<file path="src/rtl/sp_pkg.sv">
package sp_pkg;
  localparam int NLANES = 5;
  localparam int LANE_W = 64;
  localparam int STATE_W = NLANES * LANE_W;
  localparam int ROT_A [NLANES] = '{19, 61, 1, 10, 7};
  localparam int ROT_B [NLANES] = '{28, 39, 6, 17, 41};

  typedef logic [0:NLANES-1][LANE_W-1:0] state_t;

  typedef enum logic [1:0] {PH_IDLE, PH_CONST, PH_COLS, PH_DIFF} phase_t;

  function automatic logic [4:0] sbox_lut(input logic [4:0] v);
    logic [4:0] r;
    case (v)
      5'd0:  r = 5'h04; 5'd1:  r = 5'h0b; 5'd2:  r = 5'h1f; 5'd3:  r = 5'h14;
      5'd4:  r = 5'h1a; 5'd5:  r = 5'h15; 5'd6:  r = 5'h09; 5'd7:  r = 5'h02;
      5'd8:  r = 5'h1b; 5'd9:  r = 5'h05; 5'd10: r = 5'h08; 5'd11: r = 5'h12;
      5'd12: r = 5'h1d; 5'd13: r = 5'h03; 5'd14: r = 5'h06; 5'd15: r = 5'h1c;
      5'd16: r = 5'h1e; 5'd17: r = 5'h13; 5'd18: r = 5'h07; 5'd19: r = 5'h0e;
      5'd20: r = 5'h00; 5'd21: r = 5'h0d; 5'd22: r = 5'h11; 5'd23: r = 5'h18;
      5'd24: r = 5'h10; 5'd25: r = 5'h0c; 5'd26: r = 5'h01; 5'd27: r = 5'h19;
      5'd28: r = 5'h16; 5'd29: r = 5'h0a; 5'd30: r = 5'h0f; default: r = 5'h17;
    endcase
    return r;
  endfunction
endpackage

</file>
<file path="src/rtl/sp_sbox5.sv">
module sp_sbox5 (
  input  logic [4:0] col_in,
  output logic [4:0] col_out
);
  always_comb col_out = sp_pkg::sbox_lut(col_in);
endmodule

</file>
<file path="src/rtl/sp_diffuse.sv">
module sp_diffuse
  import sp_pkg::*;
(
  input  state_t lanes_in,
  output state_t lanes_out
);
  for (genvar g = 0; g < NLANES; g++) begin : g_lane
    localparam int RA = ROT_A[g];
    localparam int RB = ROT_B[g];
    logic [LANE_W-1:0] w;
    assign w = lanes_in[g];
    assign lanes_out[g] = w ^ {w[RA-1:0], w[LANE_W-1:RA]} ^ {w[RB-1:0], w[LANE_W-1:RB]};
  end
endmodule

</file>
<file path="src/rtl/sp_ctrl.sv">
module sp_ctrl
  import sp_pkg::*;
#(
  parameter int ROUNDS_MAX = 12,
  parameter int COLS = LANE_W,
  localparam int RC_W = $clog2(ROUNDS_MAX + 1),
  localparam int COL_W = $clog2(COLS)
) (
  input  logic             clk,
  input  logic             rst_n,
  input  logic             in_valid,
  input  logic [RC_W-1:0]  rounds,
  output logic             in_ready,
  output logic             load,
  output logic             add_rc,
  output logic             col_en,
  output logic             diff_en,
  output logic [COL_W-1:0] col,
  output logic [7:0]       rc_byte,
  output logic             done
);
  localparam logic [RC_W-1:0] RMAX = RC_W'(ROUNDS_MAX);
  localparam logic [COL_W-1:0] COL_LAST = COL_W'(COLS - 1);

  phase_t           phase;
  logic [RC_W-1:0]  rnd;
  logic [RC_W-1:0]  eff;
  logic             last_rnd;

  always_comb begin
    eff = (rounds == '0 || rounds > RMAX) ? RMAX : rounds;
    last_rnd = (rnd == RMAX - RC_W'(1));
    in_ready = (phase == PH_IDLE);
    load     = in_ready && in_valid;
    add_rc   = (phase == PH_CONST);
    col_en   = (phase == PH_COLS);
    diff_en  = (phase == PH_DIFF);
    rc_byte  = {4'(4'hf - 4'(rnd)), 4'(rnd)};
  end

  always_ff @(posedge clk) begin
    if (!rst_n) begin
      phase <= PH_IDLE;
      rnd   <= '0;
      col   <= '0;
      done  <= 1'b0;
    end else begin
      done <= 1'b0;
      unique case (phase)
        PH_IDLE: if (in_valid) begin
          rnd   <= RMAX - eff;
          phase <= PH_CONST;
        end
        PH_CONST: begin
          col   <= '0;
          phase <= PH_COLS;
        end
        PH_COLS: begin
          col <= col + COL_W'(1);
          if (col == COL_LAST) phase <= PH_DIFF;
        end
        PH_DIFF: begin
          if (last_rnd) begin
            phase <= PH_IDLE;
            done  <= 1'b1;
          end else begin
            rnd   <= rnd + RC_W'(1);
            phase <= PH_CONST;
          end
        end
        default: phase <= PH_IDLE;
      endcase
    end
  end
endmodule

</file>
<file path="src/rtl/sponge_perm_serial.sv">
module sponge_perm_serial
  import sp_pkg::*;
#(
  parameter int ROUNDS_MAX = 12,
  localparam int RC_W = $clog2(ROUNDS_MAX + 1),
  localparam int COL_W = $clog2(LANE_W)
) (
  input  logic               clk,
  input  logic               rst_n,
  input  logic               in_valid,
  output logic               in_ready,
  input  logic [RC_W-1:0]    rounds,
  input  logic [STATE_W-1:0] state_in,
  output logic               out_valid,
  output logic [STATE_W-1:0] state_out
);
  state_t           st;
  state_t           st_diff;
  logic             load, add_rc, col_en, diff_en;
  logic [COL_W-1:0] col;
  logic [7:0]       rc_byte;
  logic [4:0]       sb_in, sb_out;

  sp_ctrl #(.ROUNDS_MAX(ROUNDS_MAX), .COLS(LANE_W)) u_ctrl (
    .clk(clk), .rst_n(rst_n), .in_valid(in_valid), .rounds(rounds),
    .in_ready(in_ready), .load(load), .add_rc(add_rc), .col_en(col_en),
    .diff_en(diff_en), .col(col), .rc_byte(rc_byte), .done(out_valid)
  );

  always_comb begin
    for (int k = 0; k < NLANES; k++) sb_in[NLANES-1-k] = st[k][col];
  end

  sp_sbox5 u_sbox (.col_in(sb_in), .col_out(sb_out));

  sp_diffuse u_diff (.lanes_in(st), .lanes_out(st_diff));

  always_ff @(posedge clk) begin
    if (!rst_n) begin
      st <= '0;
    end else if (load) begin
      st <= state_t'(state_in);
    end else if (add_rc) begin
      st[2][7:0] <= st[2][7:0] ^ rc_byte;
    end else if (col_en) begin
      for (int k = 0; k < NLANES; k++) st[k][col] <= sb_out[NLANES-1-k];
    end else if (diff_en) begin
      st <= st_diff;
    end
  end

  assign state_out = STATE_W'(st);
endmodule

</file>
<file path="config.mk">
export PLATFORM = sky130hd
export DESIGN_NAME = sponge_perm_serial
export DESIGN_NICKNAME = d
export VERILOG_FILES = /design/src/rtl/sp_pkg.sv /design/src/rtl/sp_sbox5.sv /design/src/rtl/sp_diffuse.sv /design/src/rtl/sp_ctrl.sv /design/src/rtl/sponge_perm_serial.sv
export SDC_FILE = /design/constraint.sdc
export NUM_CORES = 2
export LEC_CHECK = 0
export BUFFER_PORTS_ARGS = -buffer_cell sky130_fd_sc_hd__buf_2
export CAP_MARGIN = 40
export CORE_MARGIN = 5
export CORE_UTILIZATION = 50
export DETAILED_ROUTE_END_ITERATION = 7
export HOLD_SLACK_MARGIN = 0.06
export MAX_ROUTING_LAYER = met4
export PLACE_DENSITY_LB_ADDON = 0.12
export SETUP_SLACK_MARGIN = 0.05
export SYNTH_ARGS = -nofsm -noshare
export SYNTH_HDL_FRONTEND = slang
export SYNTH_HIERARCHICAL = 1
export SYNTH_SLANG_ARGS = --single-unit
</file>
<file path="constraint.sdc">
create_clock -name clk -period 4.58 [get_ports clk]
set_clock_uncertainty 0.2 [all_clocks]
set_input_delay 0.916 -clock clk [delete_from_list [all_inputs] [get_ports clk]]
set_output_delay 0.916 -clock clk [all_outputs]
set_load 0.02 [all_outputs]
</file>
==> flow_summary_export.csv <==
group,metric,value,unit
timing,drv_slew,0,
synth,postSynthNetCount,3781,
floorplan,floorplan.initialDensity,50.7,%
synth,synth_flop_cell,"sky130_fd_sc_hd__dfxtp_1",
floorplan,dieWidth,258,microns
critical_path,worstPathRequired,4.85,ns
timing,finalCritPeriodShare,99.6,%
timing,totalNegativeSetupSlack,0,ns
power_and_ir_drop,worst_ir_drop_vdd,1.45,mV
drt,num_vias,36400,
cells_and_area,drive_above_1_share,28.9,%
timing,hold_viol_final,0,
drt,vias_per_cell,7.10,
power_and_ir_drop,power_density,1110,nW/um^2
synth,synth_cells,3445,
worst_hold_path,timing.hold.worst_path_depth,2,
grt,global_route.usage.total,57.8,%
cells_and_area,post_layout_nonfiller_instances,5123,
timing,measured_slew_at_the_worst_slew_check_pin,1.23,ns
grt,global_route.usage.met1,68.0,%
clock_tree,cts_tree,"yes",
clock_tree,cts_buffer_depth,3,
critical_path,slowest_delay,0.54,ns
grt,met2_usage,77.6,%
grt,antenna_found_initial,22,
critical_path,critical_path_launch_point_type,"register",
synth,syn_avg_cell_area,8.91,sq um
clock_tree,cts.htree.levels,2,
placement,place_area,37000,sq um
clock_tree,inserted_clock_buffers,41,
placement,gp_routability_congestion,1.17,
drt,drcViolationCount,27,
run_status,status,"complete, but fails checks",
critical_path,timing.critical_path.to_type,"register",
drt,total_wire_length,198,mm
drt,first_iter_violations,7116,
clock_tree,clkSinkCount,333,
grt,total_grt_overflow,0,
critical_path,arrival,4.83,ns
cells_and_area,layout.area.seq,6680,sq um
placement,dp.final_hpwl,152,mm
timing,timing.final.setup_violations,0,
floorplan,floorplan.die_area,66400,sq um
power_and_ir_drop,leakage,16.8,nW
job,max_cap_viol_count,0,
cells_and_area,area_growth_syn_to_layout,26.0,%
critical_path,critPathMaxFanout,24,
timing,post-route-min-period,4.56,ns
synth,synth_enable_flop_cells,0,
grt,grt_start_max_net_pins,216,
worst_hold_path,min-delay-start,"u_ctrl/phase[0]$_SDFFE_PN0P_",
clock_tree,worst_skew_pair.late_latency,0.61,ns
timing,timing.max_slew.rel_slack,18.0,%
cells_and_area,design_area,38700,sq um
critical_path,cpLargestDelayFamily,"compound AO/OA/AOI/OAI gates",
critical_path,crit_path_frequent_cell,"sky130_fd_sc_hd__buf_4",
placement,buffers_added_on_ports,648,
cells_and_area,multi_input_area,22900,sq um
floorplan,die-height,258,microns
run_status,violations,"design-rule violations",
drt,wl_per_cell,38.7,microns
critical_path,path_class,"reg2reg",
synth,synth-seq-cells,333,
drt,drt.antenna.violating_nets,0,
synth,portion_of_the_post_synthesis_area_used_by_sequential_elements,21.7,%
grt,number_of_global_route_vias_before_repair,33100,
synth,synth-async-reset-ratio,0,%
worst_hold_path,worstHoldEndpoint,"u_ctrl/phase[0]$_SDFFE_PN0P_",
critical_path,crit_chain,"buf_4 -> buf_4 -> mux2_2 -> a22oi_1 -> nor2_1 -> o21ai_0 -> nand4_1 -> buf_4 -> nor2b_1 -> xnor2_1 -> nand2_2 -> buf_12 -> buf_4 -> o21ai_0 -> nand3_1 -> a21boi_0",
timing,fmax,219,MHz
cells_and_area,n_fill_cell,5222,
critical_path,crit-reg2reg-launch,"u_ctrl/col[2]$_SDFFE_PN0P_",
floorplan,ioPinCount,649,
critical_path,setup.reg_to_reg.worst_slack,0.02,ns
clock_tree,cts_hold_repair.buffers,0,
floorplan,core_area,60600,sq um
placement,placed_cells,5008,
grt,groute.layer.met3.usage,24.0,%
grt,wire_length_of_the_first_global_routing_pass,264,mm
critical_path,worst_path_cell_with_the_longest_stage_delay,"sky130_fd_sc_hd__o21ai_0",
worst_hold_path,worstHoldPathType,"reg2reg",
critical_path,worst-r2r-cell-count,16,
clock_tree,clk_pin_slew_worst_paths,0.06,ns
grt,busiest_layer,"met2",
critical_path,crit-reg2reg-capture,"state_out[98]$_SDFFE_PN0P_",
clock_tree,cts_root_buffer,"sky130_fd_sc_hd__clkbuf_16",
synth,total_of_warnings_raised_by_yosys,6,
timing,rsz_0062_raised_after_global_routing,"no",
synth,synth_cell_types,77,
cells_and_area,nets,4622,
floorplan,core.rowCount,90,
synth,syn_area,30700,sq um
critical_path,worst-path-buf-inv,5,
drt,drt_pre_antenna_iters,8,
==> final cells by class <==
cell class	count	share of cell area, %
Antenna cell	24	0.155
Tap cell	782	2.53
Multi-Input combinational cell	2842	59.2
Inverter	15	0.165
Timing Repair Buffer	1053	17.0
Clock inverter	13	0.382
Sequential cell	333	17.3
Clock buffer	61	3.24
==> cells in the final DEF (no fill, tap or decap), types with 9 or more instances in the layout <==
cell type                   netlist  layout
sky130_fd_sc_hd__o21ai_1          3      10
sky130_fd_sc_hd__ha_1             9       9
sky130_fd_sc_hd__buf_12           0      21
sky130_fd_sc_hd__a21boi_0       293     292
sky130_fd_sc_hd__mux2_2          27      27
sky130_fd_sc_hd__a21oi_2         36      36
sky130_fd_sc_hd__mux4_2          32      32
sky130_fd_sc_hd__a22oi_1         38      38
sky130_fd_sc_hd__xor3_1         316     316
sky130_fd_sc_hd__nand2b_1       316     316
sky130_fd_sc_hd__and3b_1         10      10
sky130_fd_sc_hd__buf_2           55     648
sky130_fd_sc_hd__clkbuf_8         0      12
sky130_fd_sc_hd__mux2i_1         59      59
sky130_fd_sc_hd__a21boi_1        20      21
sky130_fd_sc_hd__nand2_1        406     401
sky130_fd_sc_hd__clkbuf_16        0      43
sky130_fd_sc_hd__nand3_1        326     326
sky130_fd_sc_hd__o21ai_0        352     345
sky130_fd_sc_hd__nor2_1          24      23
sky130_fd_sc_hd__dfxtp_1        333     330
sky130_fd_sc_hd__diode_2          0      24
sky130_fd_sc_hd__nor2b_1         11      11
sky130_fd_sc_hd__xnor2_1         14      13
sky130_fd_sc_hd__buf_4           12     378
sky130_fd_sc_hd__inv_1           14      14
sky130_fd_sc_hd__a221oi_1        11      11
sky130_fd_sc_hd__a21o_1          64      64
sky130_fd_sc_hd__a21oi_1        369     369
==> through the flow <==
stage / hold slack (ns) / utilization (%) / power [mW] / worst slack, ns
after global placement: 0.293 / 61.1 / 36.8 / 0.109
after CTS: 0.317 / 63.5 / 40.7 / 0.0508
after floorplan: 0.273 / - / 24.3 / 0.682
after detailed placement: 0.308 / 61.1 / 37.0 / 0.0459
after global routing: 0.347 / 63.8 / 43.0 / 0.0632
final: 0.331 / 63.8 / 42.9 / 0.0187
==> sequential cells by signal, indices dropped and copies added (netlist names) <==
signal / flops
u_ctrl/rnd: 4
u_ctrl/done: 1
u_ctrl/col: 6
u_ctrl/phase: 2
state_out: 320
==> how the worst max path moves through the flow <==
| stage | from | to | depth (start not counted) |
|---|---|---|---|
| after detailed placement | u_ctrl/col[2]$_SDFFE_PN0P_ | state_out[143]$_SDFFE_PN0P_ | 15 |
| after global routing | u_ctrl/col[1]$_SDFFE_PN0P_ | state_out[198]$_SDFFE_PN0P_ | 15 |
| after global placement | u_ctrl/col[0]$_SDFFE_PN0P_ | state_out[143]$_SDFFE_PN0P_ | 15 |
| final | u_ctrl/col[2]$_SDFFE_PN0P_ | state_out[98]$_SDFFE_PN0P_ | 16 |
| after floorplan | u_ctrl/col[2]$_SDFFE_PN0P_ | state_out[255]$_SDFFE_PN0P_ | 17 |
| after CTS | u_ctrl/col[0]$_SDFFE_PN0P_ | state_out[143]$_SDFFE_PN0P_ | 14 |
==> where the power goes <==
group / internal (mW) / switching, mW
logic: 13.8 / 19.0
clock network: 2.06 / 1.50
registers: 4.37 / 2.22
==> tightest hold or removal path, cell delays in order (launching register included) <==
cell and delay, ns:
sky130_fd_sc_hd__dfxtp_1 0.35, sky130_fd_sc_hd__nand2_1 0.07, sky130_fd_sc_hd__o32ai_1 0.06
==> per-layer routing <==
metal | up-vias | part of all wire [%] | wire length [microns]
li1 | 14200 | - | -
met1 | 17000 | 33 | 65800
met2 | 4065 | 39 | 77000
met3 | 1182 | 17 | 33700
met4 | 0 | 11 | 21700
met5 | - | 0 | 0
==> cells in the mapped netlist (6+ instances only) <==
| library cell | n | area share, % |
|---|---|---|
| sky130_fd_sc_hd__a21boi_0 | 293 | 7.2 |
| sky130_fd_sc_hd__a21boi_1 | 20 | 0.49 |
| sky130_fd_sc_hd__a21o_1 | 64 | 1.6 |
| sky130_fd_sc_hd__a21oi_1 | 369 | 6.0 |
| sky130_fd_sc_hd__a21oi_2 | 36 | 1.0 |
| sky130_fd_sc_hd__a221o_1 | 8 | 0.26 |
| sky130_fd_sc_hd__a221oi_1 | 11 | 0.31 |
| sky130_fd_sc_hd__a22oi_1 | 38 | 0.93 |
| sky130_fd_sc_hd__a31oi_1 | 7 | 0.14 |
| sky130_fd_sc_hd__and2_1 | 6 | 0.12 |
| sky130_fd_sc_hd__and3b_1 | 10 | 0.29 |
| sky130_fd_sc_hd__buf_2 | 55 | 0.90 |
| sky130_fd_sc_hd__buf_4 | 12 | 0.29 |
| sky130_fd_sc_hd__clkbuf_1 | 182 | 2.2 |
| sky130_fd_sc_hd__dfxtp_1 | 333 | 22 |
| sky130_fd_sc_hd__ha_1 | 9 | 0.37 |
| sky130_fd_sc_hd__inv_1 | 14 | 0.17 |
| sky130_fd_sc_hd__mux2_2 | 27 | 0.99 |
| sky130_fd_sc_hd__mux2i_1 | 59 | 1.9 |
| sky130_fd_sc_hd__mux4_2 | 32 | 2.3 |
| sky130_fd_sc_hd__nand2_1 | 406 | 5.0 |
| sky130_fd_sc_hd__nand2b_1 | 316 | 6.4 |
| sky130_fd_sc_hd__nand3_1 | 326 | 5.3 |
| sky130_fd_sc_hd__nand4_1 | 6 | 0.12 |
| sky130_fd_sc_hd__nor2_1 | 24 | 0.29 |
| sky130_fd_sc_hd__nor2b_1 | 11 | 0.22 |
| sky130_fd_sc_hd__nor3_1 | 8 | 0.13 |
| sky130_fd_sc_hd__o21ai_0 | 352 | 5.7 |
| sky130_fd_sc_hd__xnor2_1 | 14 | 0.40 |
| sky130_fd_sc_hd__xor3_1 | 316 | 24 |
==> timing repair <==
action / CTS / global route
endpoints found under the setup margin: 7 / 113
pin swaps: 0 / 1
endpoints found under the hold margin: 0 / 0
gates resized for setup: 1 / 9
buffers inserted: 2 / 14
gates cloned: 0 / 0
==> cell families (layout without fill, tap and decap cells) <==
family                     count (synthesis)  after routing  share of synthesized area (%)
adders and majority gates                  9              9                          0.367
buffers and inverters                    270           1142                           3.72
xor gates and xnor gates                 338            338                           25.4
DFF                                      333            333                           21.7
muxes                                    120            120                           5.36
other                                      0             24                              0
AOI/OAI and AO/OA                       1234           1234                           24.6
and+or+nand+nor                         1141           1141                           18.8
Power figures use the tool's default switching activity.
